`src/rtl/jitter_trim_gen.sv`:
```
module jitter_trim_gen #(
  parameter int NBANK = 16,
  parameter int TW = 8,
  parameter int FRAC = 4,
  parameter int AW = 16,
  parameter int SKIP_MUL = 6
) (
  input  logic                     clk,
  input  logic                     rst_n,
  input  logic [TW-1:0]            fast_trim,
  input  logic [TW-1:0]            nom_trim,
  input  logic                     wide_mode,
  input  logic                     jit_en,
  input  logic                     start,
  input  logic                     lock,
  input  logic [$clog2(NBANK)-1:0] rd_idx,
  output logic [TW-1:0]            rd_code,
  output logic                     busy,
  output logic                     done,
  output logic                     locked
);
  localparam int IW = $clog2(NBANK);
  localparam logic [AW-1:0] SAT_LIM = AW'((1 << (TW + FRAC)) - 1);

  logic [TW-1:0] bank_q [NBANK];
  logic [TW-1:0] nom_q;
  logic          en_q, busy_q, done_q, locked_q;
  logic [AW-1:0] set_q, step_q, lo_q, hi_q;
  logic [IW-1:0] idx_q;

  logic [AW-1:0] delta_w, base_w, step_w, add_w, nxt_w;
  logic [TW-1:0] code_w;
  logic          lock_eff, last_w;

  assign delta_w  = AW'(nom_trim) - AW'(fast_trim);
  assign base_w   = AW'(nom_trim) << FRAC;
  assign step_w   = wide_mode ? ((delta_w * AW'(7)) >> 1) : (delta_w << 1);
  assign add_w    = set_q + step_q;
  assign nxt_w    = (add_w > lo_q && add_w < hi_q) ? hi_q : add_w;
  assign code_w   = !en_q ? nom_q :
                    (set_q > SAT_LIM) ? '1 : set_q[TW+FRAC-1:FRAC];
  assign lock_eff = lock | locked_q;
  assign last_w   = idx_q == IW'(NBANK - 1);

  always_ff @(posedge clk) begin
    if (!rst_n) begin
      for (int i = 0; i < NBANK; i++) bank_q[i] <= '0;
      nom_q    <= '0;
      en_q     <= 1'b0;
      busy_q   <= 1'b0;
      done_q   <= 1'b0;
      locked_q <= 1'b0;
      set_q    <= '0;
      step_q   <= '0;
      lo_q     <= '0;
      hi_q     <= '0;
      idx_q    <= '0;
    end else begin
      locked_q <= locked_q | lock;
      done_q   <= 1'b0;
      if (lock_eff) begin
        busy_q <= 1'b0;
      end else if (busy_q) begin
        bank_q[idx_q] <= code_w;
        set_q <= nxt_w;
        idx_q <= idx_q + 1'b1;
        if (last_w) begin
          busy_q <= 1'b0;
          done_q <= 1'b1;
        end
      end else if (start) begin
        nom_q  <= nom_trim;
        en_q   <= jit_en;
        step_q <= step_w;
        lo_q   <= base_w - delta_w * AW'(SKIP_MUL);
        hi_q   <= base_w + delta_w * AW'(SKIP_MUL);
        set_q  <= AW'(fast_trim) << FRAC;
        idx_q  <= '0;
        busy_q <= 1'b1;
      end
    end
  end

  assign rd_code = bank_q[rd_idx];
  assign busy    = busy_q;
  assign done    = done_q;
  assign locked  = locked_q;
endmodule

```
`config.mk`:
```
export PLATFORM = sky130hd
export DESIGN_NAME = jitter_trim_gen
export DESIGN_NICKNAME = d
export VERILOG_FILES = /design/src/rtl/jitter_trim_gen.sv
export SDC_FILE = /design/constraint.sdc
export NUM_CORES = 1
export LEC_CHECK = 0
export ABC_AREA = 1
export BUFFER_PORTS_ARGS = -buffer_cell sky130_fd_sc_hd__buf_2
export CAP_MARGIN = 10
export CORE_MARGIN = 2
export CORE_UTILIZATION = 57
export CTS_CLUSTER_SIZE = 20
export DETAILED_ROUTE_END_ITERATION = 8
export GPL_TIMING_DRIVEN = 0
export HOLD_SLACK_MARGIN = 0.03
export PLACE_DENSITY = 0.79
export SLEW_MARGIN = 20
export SYNTH_ARGS = -nofsm -noshare
export SYNTH_HDL_FRONTEND = slang
export SYNTH_SLANG_ARGS = --single-unit
```
`constraint.sdc`:
```
create_clock -name clk -period 4.3 [get_ports clk]
set_input_delay 0.645 -clock clk [delete_from_list [all_inputs] [get_ports clk]]
set_output_delay 0.645 -clock clk [all_outputs]
set_load 0.02 [all_outputs]
```
## Word-level counts from Yosys, hierarchy flattened

Memory sizes are Yosys's and may differ from the RTL's.
Cells that the tools add are included.

| storage, ports and cells | value |
|---|---|
| bits in registers | 80 |
| memory bits (writable) | 128 |
| input bits | 26 |
| output and inout bits | 11 |
| memories kept | 1 |

| operators by class | value |
|---|---|
| add/sub/neg operators | 5 |
| $mul | 2 |
| $lt $le $gt $ge | 3 |
| equality and inequality tests | 1 |
| muxes and demuxes | 20 |
| bitwise operators | 4 |
| reduce and logical (&&, ||, !) cells | 7 |

Memories:

| name | depth | bits a word | read ports | clocked after Yosys merged registers in | wr ports | line | source |
|---|---|---|---|---|---|---|---|
| bank_q | 16 | 8 | 1 | 0 | 16 | 25 | `logic [TW-1:0] bank_q [NBANK];` |

Operators by type and width:

| operator | number |
|---|---|
| $mux W16 | 4 |
| $mux W8 | 3 |
| $add A12 B16 Y16 | 1 |
| $add A16 B16 Y16 | 1 |
| $gt A16 B12 Y1 const B | 1 |
| $gt A16 B16 Y1 | 1 |
| $lt A16 B16 Y1 | 1 |
| $mul A16 B2 Y15 const B | 1 |
| $sub A12 B16 Y16 | 1 |
| $mul A9 B4 Y13 const B | 1 |
| $mux W4 | 3 |
| $mux W1 | 10 |
| $sub A8 B8 Y9 | 1 |
| $reduce_or A8 Y1 | 1 |
| $add A4 B1 Y4 const B | 1 |
| $eq A4 B4 Y1 const B | 1 |
| $not A1 Y1 | 3 |
| $reduce_and A3 Y1 | 1 |
| $reduce_or A3 Y1 | 1 |
| $reduce_and A2 Y1 | 1 |
| $reduce_bool A2 Y1 | 1 |
| $reduce_or A2 Y1 | 1 |
| $logic_and A1 B1 Y1 | 1 |
| $or A1 B1 Y1 | 1 |

## Longest topological paths before layout

| depth | value |
|---|---|
| word-level depth | 6 |
| mapped depth | 26 |

## Worst setup path before layout

Ideal clock, no wire load.

| timing path | value |
|---|---|
| path kind | input to register |
| start point | input nom_trim[0] |
| end point | register lo_q[12] |
| library setup time | 0.117 ns |
| arrival | 4.245 ns |
| required time | 4.183 ns |
| slack | -0.062 ns |
| stages | 23 |
| path buffers | 0 |
| cells stage by stage | inv_1 > ha_1 > fa_1 > xnor2_1 > ha_1 > inv_1 > nor3_1 > or2_2 > nand3_1 > a21oi_1 > o21ai_2 > nand2_2 > xnor2_2 > inv_2 > ha_1 > inv_1 > nand2_1 > nor3_1 > nand3_1 > nand4_1 > o21ai_0 > o221ai_1 > inv_1 |

| between the ends | value |
|---|---|
| word-level cells in the longest chain between the ends | 3 |

Ends and longest elaborated chain:

| item | line | source |
|---|---|---|
| start: declaration | 11 | `input logic [TW-1:0] nom_trim,` |
| $sub A8 B8 Y9 | 35 | `assign delta_w = AW'(nom_trim) - AW'(fast_trim);` |
| $mul A16 B2 Y15 | 75 | `lo_q <= base_w - delta_w * AW'(SKIP_MUL);` |
| $sub A12 B16 Y16 * | 75 |  |
| end signal: assignment | 75 |  |
| end: declaration | 28 | `logic [AW-1:0] set_q, step_q, lo_q, hi_q;` |

Mark *: on every way between the ends. The rest lies on a longest branch, timed or not.
A chain may end at the register's enable or synchronous reset.

## Worst setup path in the final report

| timing path | value |
|---|---|
| start point | input nom_trim[0] |
| end point | register hi_q[15] |

| between the ends | value |
|---|---|
| word-level cells in the longest chain between the ends | 3 |

Ends and longest elaborated chain:

| item | line | source |
|---|---|---|
| $sub A8 B8 Y9 | 35 |  |
| $mul A16 B2 Y15 | 76 | `hi_q <= base_w + delta_w * AW'(SKIP_MUL);` |
| $add A12 B16 Y16 * | 76 |  |
| end signal: assignment | 76 |  |
| end: declaration | 28 |  |

Marks and branches as above.

==> flow_summary_export.csv <==
group,metric,value,unit
run_status,status,"finished, final reports clean",
grt,grt_use_met3,4.95,%
timing,slew_viol_final,0,
power_and_ir_drop,powerDensity,490,nW/um2
worst_setup_path,r2r_end,"set_q[11]",
clocking,ctsHoldBuffers,0,
timing,setup_violations,0,
clocking,clk_latency,0.51,ns
worst_setup_path,worst-endpoint-arrival,4.51,ns
synth,synthCells,1473,
worst_setup_path,cp_slowest_cell,"fa_2",
timing,final.period_utilization,96.1,%
finish,final_common_cell,"inv_1",
grt,grt_pass1_wl,54.2,mm
timing,fmax,242,MHz
grt,antenna_found_initial,0,
placement,port_buffers,32,
min_path,hold_end,"locked",
worst_setup_path,cp-end-kind,"flop",
timing,finalCriticalPeriod,4.13,ns
die,dieHeight,153,um
run,maxCapViolCount,0,
min_path,min_path_type,"primary input to flop",
timing,tightestPinTransition,0.811,ns
grt,grt_max_degree,15,
die,io_pins,37,
finish,fillers,1779,
worst_setup_path,cp_max_fo,5,
clocking,cts-root-buf,"clkbuf_16",
worst_setup_path,critPathRequiredTime,4.68,ns
synth,synth-async-reset-ratio,0,%
synth,ys_seq_area_share,42.3,%
timing,rsz0062_at_grt,"yes",
synth,synthFlopType,"edfxtp_1",
finish,final_cell_mix,"inv_1 (205), nand2_1 (194), nor2_1 (176)",
worst_setup_path,reg2regPathDepth,20,
min_path,holdCritStartpoint,"lock",
timing,skew,0.0159,ns
clocking,clkTransAtPathRegs,0.06,ns
finish,syn_to_final_growth,12.8,%
worst_setup_path,max_stage_delay,0.61,ns
worst_setup_path,worst-setup-path-type,"primary input to flop",
finish,stdcell_count,1841,
synth,syn-num-nets,1610,
power_and_ir_drop,leakagePower,0.00613,uW
die,start_util,57.9,%
clocking,cts_buffer_depth,3,
min_path,min_path_cells,3,
grt,gr-total-overflow,0,
die,floorplan.die.width,153,um
grt,use_met1,37.8,%
worst_setup_path,r2r-start,"step_q[0]",
finish,n_antenna_cell,0,
finish,drive_gt1_share,12.9,%
die,dieArea,23300,um2
routing,wirelength,35.2,mm
worst_setup_path,critPathMostFrequentCell,"nand2_1",
synth,syn_area_per_cell,8.55,um2
worst_setup_path,cp_cell_sequence,"buf_2, inv_1, ha_1, fa_2, inv_2, ha_2, fa_1, or2_2, nand3_2, a21oi_2, o21ai_2, nand2_2, xnor2_4, inv_2, ha_4, nand2_1, nor3_1, nand2_1, nand2_1, a21oi_1, o21ai_1, o21ai_0",
grt,track_usage,29.4,%
placement,dp_cells,1785,
grt,grt.busiest_layer,"met2",
placement,dp.final_hpwl,26.1,mm
finish,nNetsFinal,1682,
synth,synth_edf_count,128,
synth,synthDistinctLibCells,60,
routing,via_per_inst,5.88,
worst_setup_path,cp-start-kind,"primary input",
grt,grt_pass1_vias,10300,
die,std_cell_rows,54,
power_and_ir_drop,p_total,6960,uW
die,core-area,21800,um2
timing,relSlewSlack,45.6,%
routing,vias,10800,
clocking,numCtsBuffers,22,
routing,wire_per_inst,19.1,um
timing,hold_violations,0,
synth,synth_seq_cells,202,
routing,antenna_left,0,
synth,syn_area,12600,um2
clocking,cts_sinks,202,
grt,grt_util_met2,48.9,%
synth,synth_warnings,0,
worst_setup_path,reg2reg_setup_slack,0.59,ns
placement,gp_congestion,0.951,
routing,remaining_drc_errors,0,
clocking,cts_tree,"yes",
routing,dr.pass1.iters,8,
routing,drt-initial-drc-count,988,
clocking,htreeDepth,1,
power_and_ir_drop,max-vdd-ir-drop,0.000347,V
-- worst max-delay path, delay by kind of cell --
family | cells | cell delay [ns]
AOI/OAI and AO/OA | 5 | 0.59
xor gates and xnor gates | 1 | 0.24
adders and majority gates | 5 | 1.69
buffers and inverters | 4 | 0.30
and+or+nand+nor | 7 | 1.02
-- worst max path at each step --
stage	cells after the start	from	slack, ns	end
2_1_floorplan	24	nom_trim[0]	0.04	lo_q[12]
3_3_place_gp	24	nom_trim[0]	-0.75	hi_q[12]
3_5_place_dp	24	nom_trim[0]	-0.76	hi_q[12]
4_1_cts	22	fast_trim[2]	0.008	hi_q[12]
5_1_grt	23	nom_trim[0]	-0.09	lo_q[10]
6_report	22	nom_trim[0]	0.17	hi_q[15]
-- per-stage QoR --
step / hold slack, ns / worst slack (ns) / TNS, ns / instance area, um2 / utilization [%]
floorplan: 0.430 / 0.0360 / 0 / 12600 / -
global placement: 0.460 / -0.745 / -8.00 / 13100 / 60.3
detailed placement: 0.466 / -0.758 / -8.65 / 13100 / 60.3
CTS: 0.368 / 0.00835 / 0 / 14000 / 64.2
global route: 0.381 / -0.0924 / -0.301 / 14200 / 65.3
finish: 0.374 / 0.166 / 0 / 14200 / 65.3
-- cell type report --
type                       count  area (um2)  share of cell area [%]
multi-input combinational    999        6430                    45.2
sequential                   202        5330                    37.5
inverter                     222         836                    5.88
clock buffer                  30         643                    4.53
tap                          280         350                    2.47
timing repair buffer          48         280                    1.97
buffer                        50         233                    1.64
clock inverter                10         111                   0.784
-- synth_stat cells (3+ instances only) --
cell      count  area share (%)
o21ai_2       3            0.21
a21o_1        5            0.30
o21ai_1      15            0.60
o21ai_0      89             3.5
nand2_1     195             5.8
xnor2_1       6            0.42
nand3b_1      3            0.18
xor2_1       24             1.7
o221ai_1      3            0.21
nand2_2      24             1.2
buf_2        21            0.83
a31o_2        3            0.21
a31oi_1       3            0.15
buf_1         3           0.089
ha_1         96             9.5
inv_2         8            0.24
or2_2         3            0.15
a21oi_1     113             4.5
fa_1         15             2.4
inv_1       210             6.3
dfxtp_1      74              12
nor3_1       10            0.40
a211oi_1      3            0.18
nor2_4        5            0.45
mux2i_1      32             2.5
o21bai_1      5            0.30
clkinv_1      3           0.089
clkbuf_1     23            0.69
nand3_2       4            0.32
nand3_1      60             2.4
nand4_1      11            0.55
o211ai_1     37             2.2
o22ai_1      18            0.89
nor2_1      177             5.3
a22o_1        6            0.42
nor2_2        5            0.25
edfxtp_1    128              31
-- layer usage --
metal,wire [um],vias to the layer above
met5,0,-
met4,1590,0
met3,2910,104
met2,16900,501
met1,13800,5117
li1,-,5106
-- power by group --
part / total, uW / internal, uW / switching (uW)
combinational: 2770 / 1020 / 1750
sequential: 2210 / 2160 / 55.3
clock: 1970 / 1170 / 800
total: 6960 / 4350 / 2610
-- sequential cells by signal, summed over array words and instances, names as in the netlist --
name    flops
step_q     13
en_q        1
bank_q    128
set_q      16
lo_q       15
hi_q       14
busy        1
done        1
locked      1
idx_q       4
nom_q       8
-- cells by family (layout without fill, tap and decap cells) --
logic type	Yosys count	in the layout	share of synthesized area, %
simple gates	509	509	17.9
compound gates	316	316	14.7
buf+inv	272	360	8.48
flops	202	202	42.3
fa+ha+maj	111	111	11.9
mux	32	32	2.54
xor+xnor	31	31	2.21
-- timing repair --
action / in CTS / in global routing
setup buffers: 3 / 13
endpoints found under the setup margin: 8 / 12
endpoints found under the hold margin: 0 / 0
pin swaps: 1 / 9
gates resized for setup: 12 / 33
gates cloned: 0 / 0
(Power assumes the default switching activity.)
